<file path="config.mk">
export PLATFORM = sky130hd
export DESIGN_NAME = accum_core
export DESIGN_NICKNAME = d
export VERILOG_FILES = /design/src/rtl/accum_pkg.sv /design/src/rtl/accum_ctrl.sv /design/src/rtl/accum_dpath.sv /design/src/rtl/accum_core.sv
export SDC_FILE = /design/constraint.sdc
export NUM_CORES = 1
export LEC_CHECK = 0
export BUFFER_PORTS_ARGS = -buffer_cell sky130_fd_sc_hd__buf_2
export CORE_AREA = 2 2 68 70
export CTS_CLUSTER_DIAMETER = 100
export DETAILED_ROUTE_END_ITERATION = 16
export DIE_AREA = 0 0 70 72
export GPL_TIMING_DRIVEN = 0
export PLACE_DENSITY_LB_ADDON = 0.05
export SKIP_CTS_REPAIR_TIMING = 1
export SYNTH_ARGS = -nofsm -noshare
export SYNTH_HDL_FRONTEND = slang
export SYNTH_SLANG_ARGS = --single-unit
</file>
<file path="constraint.sdc">
create_clock -name clk -period 3.6 [get_ports clk]
set_input_delay 0.36 -clock clk [delete_from_list [all_inputs] [get_ports clk]]
set_output_delay 0.36 -clock clk [all_outputs]
set_load 0.02 [all_outputs]
</file>
<file path="src/rtl/accum_pkg.sv">
package accum_pkg;

  localparam int OP_W = 4;

  typedef enum logic [OP_W-1:0] {
    OP_NOR   = 4'h0,
    OP_NORI  = 4'h1,
    OP_AND   = 4'h2,
    OP_ANDI  = 4'h3,
    OP_ADD   = 4'h4,
    OP_ADDI  = 4'h5,
    OP_SHR   = 4'h6,
    OP_SHL   = 4'h7,
    OP_STA   = 4'h8,
    OP_JCC   = 4'h9,
    OP_JPCC  = 4'hA,
    OP_LPC   = 4'hB,
    OP_LTPC  = 4'hC,
    OP_BANK  = 4'hD,
    OP_SPARE0 = 4'hE,
    OP_SPARE1 = 4'hF
  } op_e;

  typedef enum logic [2:0] {
    ALU_NOR,
    ALU_AND,
    ALU_ADD,
    ALU_SHR,
    ALU_SHL
  } alu_e;

  // Strobes from control to datapath and block edge
  typedef struct packed {
    logic accWe;
    logic carryWe;
    logic useImm;
    alu_e aluSel;
    logic ramWe;
    logic condJump;
    logic uncondJump;
    logic jumpFromRam;
    logic pcHighArm;
    logic bankLoad;
  } ctrl_t;

endpackage

</file>
<file path="src/rtl/accum_ctrl.sv">
module accum_ctrl
  import accum_pkg::*;
(
  input  logic [OP_W-1:0] opcode,
  input  logic            carryQ,
  input  logic            zeroQ,
  output ctrl_t           strb,
  output logic            pcLoadLow
);

  op_e op;
  logic jumpOk;

  assign op = op_e'(opcode);

  always_comb begin
    strb = '0;
    strb.aluSel = ALU_ADD;
    unique case (op)
      OP_NOR:  begin strb.accWe = 1'b1; strb.aluSel = ALU_NOR; end
      OP_NORI: begin strb.accWe = 1'b1; strb.aluSel = ALU_NOR; strb.useImm = 1'b1; end
      OP_AND:  begin strb.accWe = 1'b1; strb.aluSel = ALU_AND; end
      OP_ANDI: begin strb.accWe = 1'b1; strb.aluSel = ALU_AND; strb.useImm = 1'b1; end
      OP_ADD:  begin strb.accWe = 1'b1; strb.carryWe = 1'b1; end
      OP_ADDI: begin strb.accWe = 1'b1; strb.carryWe = 1'b1; strb.useImm = 1'b1; end
      OP_SHR:  begin strb.accWe = 1'b1; strb.aluSel = ALU_SHR; end
      OP_SHL:  begin strb.accWe = 1'b1; strb.aluSel = ALU_SHL; end
      OP_STA:  strb.ramWe = 1'b1;
      OP_JCC:  strb.condJump = 1'b1;
      OP_JPCC: begin strb.condJump = 1'b1; strb.jumpFromRam = 1'b1; end
      OP_LPC:  strb.uncondJump = 1'b1;
      OP_LTPC: strb.pcHighArm = 1'b1;
      OP_BANK: strb.bankLoad = 1'b1;
      default: ;
    endcase
  end

  // Conditional jump taken when no carry or result was zero
  assign jumpOk    = !carryQ || zeroQ;
  assign pcLoadLow = strb.uncondJump || (strb.condJump && jumpOk);

endmodule

</file>
<file path="src/rtl/accum_dpath.sv">
module accum_dpath
  import accum_pkg::*;
#(
  parameter int DATA_W = 8
) (
  input  logic              clk,
  input  logic              rstN,
  input  ctrl_t             strb,
  input  logic [DATA_W-1:0] operand,
  input  logic [DATA_W-1:0] ramRdata,
  output logic [DATA_W-1:0] accQ,
  output logic              carryQ,
  output logic              zeroQ,
  output logic [DATA_W-1:0] pcLowValue
);

  logic [DATA_W-1:0] opB;
  logic [DATA_W:0]   sum;
  logic [DATA_W-1:0] result;

  assign opB = strb.useImm ? operand : ramRdata;
  assign sum = {1'b0, accQ} + {1'b0, opB};

  always_comb begin
    unique case (strb.aluSel)
      ALU_NOR: result = ~(accQ | opB);
      ALU_AND: result = accQ & opB;
      ALU_SHR: result = {1'b0, accQ[DATA_W-1:1]};
      ALU_SHL: result = {accQ[DATA_W-2:0], 1'b0};
      default: result = sum[DATA_W-1:0];
    endcase
  end

  always_ff @(posedge clk or negedge rstN) begin
    if (!rstN) begin
      accQ   <= '0;
      carryQ <= 1'b0;
      zeroQ  <= 1'b0;
    end else begin
      if (strb.accWe) begin
        accQ  <= result;
        zeroQ <= (result == '0);
      end
      if (strb.carryWe) begin
        carryQ <= sum[DATA_W];
      end
    end
  end

  assign pcLowValue = strb.jumpFromRam ? ramRdata : operand;

endmodule

</file>
<file path="src/rtl/accum_core.sv">
module accum_core
  import accum_pkg::*;
#(
  parameter int DATA_W = 8,
  localparam int INSTR_W = OP_W + DATA_W
) (
  input  logic               clk,
  input  logic               rstN,
  input  logic [INSTR_W-1:0] instr,
  input  logic [DATA_W-1:0]  ramRdata,
  output logic [DATA_W-1:0]  ramAddr,
  output logic [DATA_W-1:0]  ramWdata,
  output logic               ramWe,
  output logic               pcLoadLow,
  output logic [DATA_W-1:0]  pcLowValue,
  output logic               pcHighArm,
  output logic               bankLoad,
  output logic [DATA_W-1:0]  ctlValue,
  output logic [DATA_W-1:0]  accOut,
  output logic               carryOut,
  output logic               zeroOut
);

  ctrl_t             strb;
  logic [DATA_W-1:0] operand;

  assign operand = instr[DATA_W-1:0];

  accum_ctrl u_ctrl (
    .opcode    (instr[INSTR_W-1:DATA_W]),
    .carryQ    (carryOut),
    .zeroQ     (zeroOut),
    .strb      (strb),
    .pcLoadLow (pcLoadLow)
  );

  accum_dpath #(.DATA_W(DATA_W)) u_dpath (
    .clk        (clk),
    .rstN       (rstN),
    .strb       (strb),
    .operand    (operand),
    .ramRdata   (ramRdata),
    .accQ       (accOut),
    .carryQ     (carryOut),
    .zeroQ      (zeroOut),
    .pcLowValue (pcLowValue)
  );

  assign ramAddr   = operand;
  assign ramWdata  = accOut;
  assign ramWe     = strb.ramWe;
  assign pcHighArm = strb.pcHighArm;
  assign bankLoad  = strb.bankLoad;
  assign ctlValue  = operand;

endmodule

</file>
### Yosys cells after proc, flatten, opt, wreduce, memory -nomap -nowiden

Cells that the tools add are included.

* register bits: 10
* latch bits: 0
* memory bits (writable): 0
* ROM bits: 0
* bits of input ports: 22
* output and inout port bits: 46
* logic and storage cells: 49
* memories: 0

* add/sub/neg operators: 1
* multiply operators: 0
* div/mod/pow operators: 0
* order comparisons: 0
* equal/unequal tests: 16
* shifts and indexed selects: 0
* multiplexer cells: 13
* bitwise logic cells: 3
* reduce and logical (&&, ||, !) cells: 13

Operator list (count)
* $pmux 8 s4: 1
* $eq 4x4->1 const B: 6
* $eq 4x3->1 const B: 4
* $mux 8: 2
* $pmux 3 s4: 1
* $add 8x8->9: 1
* $mux 1: 9
* $and 8x8->8: 1
* $eq 4x2->1 const B: 2
* $logic_not 8->1: 1
* $not 8->8: 1
* $or 8x8->8: 1
* $reduce_or 2->1: 4
* $reduce_or 8->1: 1
* $eq 4x1->1 const B: 1
* $logic_not 4->1: 1
* $eq 3x1->1 const B: 1
* $eq 3x2->1 const B: 1
* $eq 3x3->1 const B: 1
* $logic_not 3->1: 1
* $reduce_or 3->1: 1
* $logic_or 1x1->1: 2
* $logic_and 1x1->1: 1
* $logic_not 1->1: 1

### Longest topological paths before layout

Gate-level depths: netlist of the first run.

* word-level depth: 8
* mapped depth: 13
* mapped depth without buffers: 12

### By module

A second synthesis of the first run with hierarchy kept.

* cells, all modules: 216
* area total of the unflattened synthesis: 1754.2 um^2

Modules (own cells, without submodules)
* accum_dpath: times used 1, cells each 169, area an instance 1437.6 um^2, sequential area each 250.2 um^2
* accum_core: times used 1, cells each 24, area an instance 180.2 um^2, sequential area each 0.0 um^2
* accum_ctrl: times used 1, cells each 23, area an instance 136.4 um^2, sequential area each 0.0 um^2

### Worst setup path before layout of the first run

No wires, ideal clock.

* path type: input to register
* start: input instr[9]
* end: register u_dpath.zeroQ
* data arrival time: 2862 ps
* data required time: 3496 ps
* setup slack: 635 ps
* stages: 13
* cell sequence: buf_4 nand2_1 nand3b_1 mux2_2 ha_1 inv_1 fa_1 nand2b_1 a211oi_2 o21ai_1 a21boi_1 o32ai_2 o41ai_2

* longest elaborated chain between the ends: 8
* elaborated cells between the ends (all ways): 26

Ends and longest elaborated chain
* start, declared: RTL line accum_core.sv:9 `input logic [INSTR_W-1:0] instr,`
* branches (longest 8 deep; another with $add 8x8->9)
* end signal, assigned: RTL line accum_dpath.sv:42 `zeroQ <= (result == '0);`
* end, declared: RTL line accum_dpath.sv:13 `output logic zeroQ,`

Parallel ways; which one is timed is not known.
A chain may end at the register's enable or synchronous reset.

### Worst setup path in the final report of the first run

Same ends and word-level chain as after synthesis.

==> results of run 1 <==
layout make-up:
cell class	instances	area share, %
inverters	22	3.95
multi-input cells	128	51.7
repair buffers	64	15.5
plain buffers	33	11.8
clock buffers	3	1.97
well taps	52	3.11
flip-flops and latches	10	12.0
synthesized netlist by cell type (3+ instances only):
library cell / instances / share of area, %
o22ai_1: 3 / 1.1
nor2b_1: 4 / 1.5
o21ai_0: 9 / 2.7
nand2_1: 7 / 1.6
mux2_2: 20 / 14
ha_1: 16 / 12
mux2i_1: 7 / 4.2
a21oi_1: 8 / 2.4
dfrtp_1: 10 / 15
inv_1: 22 / 5.0
buf_4: 26 / 12
nand2b_1: 4 / 1.5
buf_6: 3 / 2.0
nor3_1: 3 / 0.90
nor2_1: 12 / 2.7
cells by family (layout without fill, tap and decap cells):
| kind of cell | count (synthesis) | after routing | share of synthesized area, % |
|---|---|---|---|
| buffers and inverters | 55 | 122 | 19.8 |
| and+or+nand+nor | 38 | 38 | 12.3 |
| muxes | 28 | 28 | 19.1 |
| xor gates and xnor gates | 3 | 3 | 1.58 |
| adders and majority gates | 17 | 17 | 13.3 |
| AOI/OAI and AO/OA | 42 | 42 | 18.8 |
| DFF | 10 | 10 | 15.1 |
registers in the layout (all words and copies together), names as in the netlist:
register        cells
u_dpath.accQ        8
u_dpath.carryQ      1
u_dpath.zeroQ       1
through the flow:
step / power, mW / instances / util [%] / instance area [µm²]
after floorplan: 0.811 / 193 / - / 1660
after global placement: 1.03 / 308 / 47.9 / 2040
after detailed placement: 1.03 / 308 / 47.9 / 2040
after CTS: 1.15 / 311 / 48.9 / 2080
after global routing: 1.24 / 312 / 49.1 / 2090
final: 1.14 / 312 / 49.1 / 2090
path summary, 6_finish.rpt:
path,from,end,depth (start not counted),slack (ps)
max reg2reg,u_dpath.accQ[0]$_DFFE_PN0P_,u_dpath.zeroQ$_DFFE_PN0P_,9,1090
max in group asynchronous,rstN,u_dpath.accQ[5]$_DFFE_PN0P_,2,2890
min in group clk,u_dpath.zeroQ$_DFFE_PN0P_,u_dpath.zeroQ$_DFFE_PN0P_,2,520
min,rstN,u_dpath.accQ[4]$_DFFE_PN0P_,2,520
min reg2reg,u_dpath.zeroQ$_DFFE_PN0P_,u_dpath.zeroQ$_DFFE_PN0P_,2,520
max,instr[9],u_dpath.zeroQ$_DFFE_PN0P_,13,370
layer usage:
metal,wire [µm],global-route usage [%],share of wire [%],up-vias
met3,266,2.64,6.2,6
met2,1830,27.3,43,60
met4,46,4.91,1.1,0
li1,-,-,-,780
met1,2150,23.5,50,657
met5,0,0,0,-
report_power, final:
part	switching (mW)	total (mW)	internal, mW
Clock	0.0401	0.113	0.0729
Combinational	0.436	0.794	0.358
Sequential	0.0814	0.237	0.156
Total	0.558	1.14	0.587
==> impl_metrics.ini, run 1 <==
[timing]
drv_slew = 0
tightestPinTransition_ps = 442
max_slew_margin_pct = 70.5
fin_skew_ps = 1.97
rsz0062_at_grt = false
setup_viol = 0
hold_viol = 0
fin_setup_tns_ps = 0
max_freq_mhz = 309
post-route-min-period_ps = 3230
timing.final.crit_share_pct = 89.8
hold_slack_ps = 518
worst_slack_ps = 366

[drt]
drt_iter0_markers = 32
firstDrtPassIters = 4
num_vias = 1503
wl_um = 4300
wire_per_inst_um = 13.8
via_per_inst = 4.82
drc = 0
drtAntennaViolNets = 0

[die]
die_area_um2 = 5040
die_height_um = 72
start_util_pct = 39.0
num_rows = 24
core_um2 = 4260
die_w_um = 70
num_io_pins = 68

[global_route]
grt_pass1_wl_um = 6890
antenna_found_initial = 0
grt_max_degree = 11
grt_pass1_vias = 1450
overflow = 0
grt_usage_pct = 16.9

[clocking]
numCtsBuffers = 3
htree_levels = 1
cts.sinks = 10
cts_tree = built
worstSkewPairLatency_ps = 230
path_clk_slew_ps = 40
clk_path_buf_depth = 2
root_buffer = clkbuf_8

[logic_synthesis]
synth_area_um2 = 1660
syn_nets = 232
ys_types = 46
avgSynthCellArea_um2 = 8.61
yosysWarnings = 0
syn_inst = 193
yosysSeqAreaShare_pct = 15.1
synthArstFlopShare_pct = 100
ys_ff_latch = 10
synth-edff-count = 0
synthFlopType = dfrtp_1

[cells_and_area]
multiInputGateArea_um2 = 1080
fill_cells = 450
syn2layout_area_growth_pct = 26.0
final_common_cell = buf_2
n_antenna_cell = 0
drive_gt1_share_pct = 48.5
final_nets = 301
final_cell_mix = 65 x buf_2, 26 x buf_4, 22 x inv_1
final-seq-area_um2 = 250

[placed_design]
gp_congestion = 0.803
port_buffers = 63
place_hpwl_um = 3430
pre_cts_slack_ps = 152

[critical_path]
crit_path_start_kind = input pin
crit_path_end_kind = register
cp.arrival_ps = 3360
cp_max_fo = 10
cp_num_buf_inv = 2
crit_type = in -> reg
crit_family = compound AO/OA/AOI/OAI gates
crit_chain = buf_4 -> nand2_1 -> nand3b_1 -> mux2_2 -> ha_1 -> inv_1 -> fa_1 -> nand2b_1 -> a211oi_2 -> o21ai_1 -> a21boi_1 -> o32ai_2 -> o41ai_2
critPathMaxStageDelay_ps = 410
required_ps = 3730
slowest_stage = fa_1

[run]
cap_violations = 0

[outcome]
status = finished clean

[hold_path]
hold_class = in -> async

[pwr]
ir_drop_v = 0.000272
p_leak_nw = 1.10
cellPowerDensity_nw_per_um2 = 547
(Power assumes the default switching activity.)
==> run 2: changes to the inputs <==
Settings changed: PLACE_DENSITY_LB_ADDON 0.05 to 0.2.
Clock period 3.6 ns to 3.77 ns, I/O delays scaled along.
==> impl_metrics.ini, run 2 (same netlist as run 1, synthesis figures left out) <==
[clocking]
clk_path_buf_depth = 2
numCtsBuffers = 3
root_buffer = clkbuf_8
cts.sinks = 10
worstSkewPairLatency_ps = 230
htree_levels = 1
path_clk_slew_ps = 50
cts_tree = built

[critical_path]
r2r_start = u_dpath.accQ[0]$_DFFE_PN0P_
critPathMaxStageDelay_ps = 390
slowest_stage = fa_1
cp_num_buf_inv = 2
required_ps = 3900
cp_num_cells = 13
startpoint = instr[9]
cp.arrival_ps = 3330
crit_type = in -> reg
crit_path_end_kind = register
cp_max_fo = 10
crit_path_start_kind = input pin
crit_chain = buf_4 -> nand2_1 -> nand3b_1 -> mux2_2 -> ha_1 -> inv_1 -> fa_1 -> nand2b_1 -> a211oi_2 -> o21ai_1 -> a21boi_1 -> o32ai_2 -> o41ai_2
reg2reg_depth = 9
crit_family = compound AO/OA/AOI/OAI gates

[pwr]
totalPowerFinal_mw = 1.11
ir_drop_v = 0.000361
p_leak_nw = 1.10
cellPowerDensity_nw_per_um2 = 529

[timing]
hold_slack_ps = -7.84
timing.final.crit_share_pct = 84.9
max_slew_margin_pct = 66.0
tightestPinTransition_ps = 510
fin_skew_ps = 4.24
hold_viol = 10
setup_viol = 0
fin_setup_tns_ps = 0
max_freq_mhz = 313
post-route-min-period_ps = 3200
drv_slew = 0
rsz0062_at_grt = false

[global_route]
grt.busiest_layer = met2
overflow = 0
grt_max_degree = 11
grt_pass1_wl_um = 6510
grt_pass1_vias = 1387
grt_use_met2_pct = 25.6
antenna_found_initial = 0
grt_usage_pct = 15.8
met1_usage_pct = 22.3
grt.met3_usage_pct = 1.94

[drt]
wire_per_inst_um = 13.1
drtAntennaViolNets = 0
wl_um = 4090
via_per_inst = 4.94
num_vias = 1540
drc = 0
firstDrtPassIters = 4
drt_iter0_markers = 78

[cells_and_area]
drive_gt1_share_pct = 48.8
final_cell_mix = 65 x buf_2, 26 x buf_4, 22 x inv_1
reg_top3 = u_dpath.accQ: 8 flops, u_dpath.carryQ: 1 flops, u_dpath.zeroQ: 1 flops
fill_cells = 424
regMostFlops = u_dpath.accQ
final_nets = 300
syn2layout_area_growth_pct = 26.2
final_common_cell = buf_2
n_antenna_cell = 0
largest_reg_flops = 8

[hold_path]
hold_class = in -> async

[die]
num_rows = 24
start_util_pct = 39.0
die_area_um2 = 5040
die_w_um = 70
die_height_um = 72
num_io_pins = 68
core_um2 = 4260

[run]
cap_violations = 0

[placed_design]
gp_congestion = 0.918
port_buffers = 63
place_hpwl_um = 3320

[outcome]
status = complete, but fails checks
violations = hold timing
-- run 2: routing by layer --
metal | wire length, µm | vias up
met2 | 1840 | 47
met5 | 0 | -
met3 | 279 | 4
met4 | 42 | 0
li1 | - | 782
met1 | 1930 | 707
-- run 2: metrics by stage --
stage                     cells  setup WS [ps]  instance area (µm²)  util, %
final                       312            570                 2100     49.2
after global routing        312            393                 2100     49.2
after CTS                   312            510                 2100     49.2
after detailed placement    308            278                 2040     47.9
after global placement      308            276                 2040     47.9
after floorplan             193            788                 1660        -
-- run 2: area by class of cell --
| type | instances | area, µm² | area share, % |
|---|---|---|---|
| multi-input cells | 128 | 1080 | 51.6 |
| repair buffers | 63 | 315 | 15.0 |
| flip-flops and latches | 10 | 250 | 11.9 |
| plain buffers | 33 | 246 | 11.8 |
| inverters | 22 | 82.6 | 3.94 |
| well taps | 52 | 65.1 | 3.10 |
| clock buffers | 4 | 55.1 | 2.63 |
-- run 2: path summary, 6_finish.rpt --
kind | to | slack (ps)
worst max register to register | u_dpath.zeroQ$_DFFE_PN0P_ | 1240
worst min register to register | u_dpath.zeroQ$_DFFE_PN0P_ | 550
min in group clk | u_dpath.zeroQ$_DFFE_PN0P_ | 550
worst min-delay path | u_dpath.accQ[5]$_DFFE_PN0P_ | -8
worst max-delay path | u_dpath.zeroQ$_DFFE_PN0P_ | 570
max in group asynchronous | u_dpath.carryQ$_DFFE_PN0P_ | 3590
-- run 2: power breakdown --
| group | switching, mW | internal (mW) |
|---|---|---|
| clock | 0.0398 | 0.0916 |
| sequential | 0.0759 | 0.149 |
| combinational | 0.413 | 0.341 |
| total | 0.529 | 0.581 |
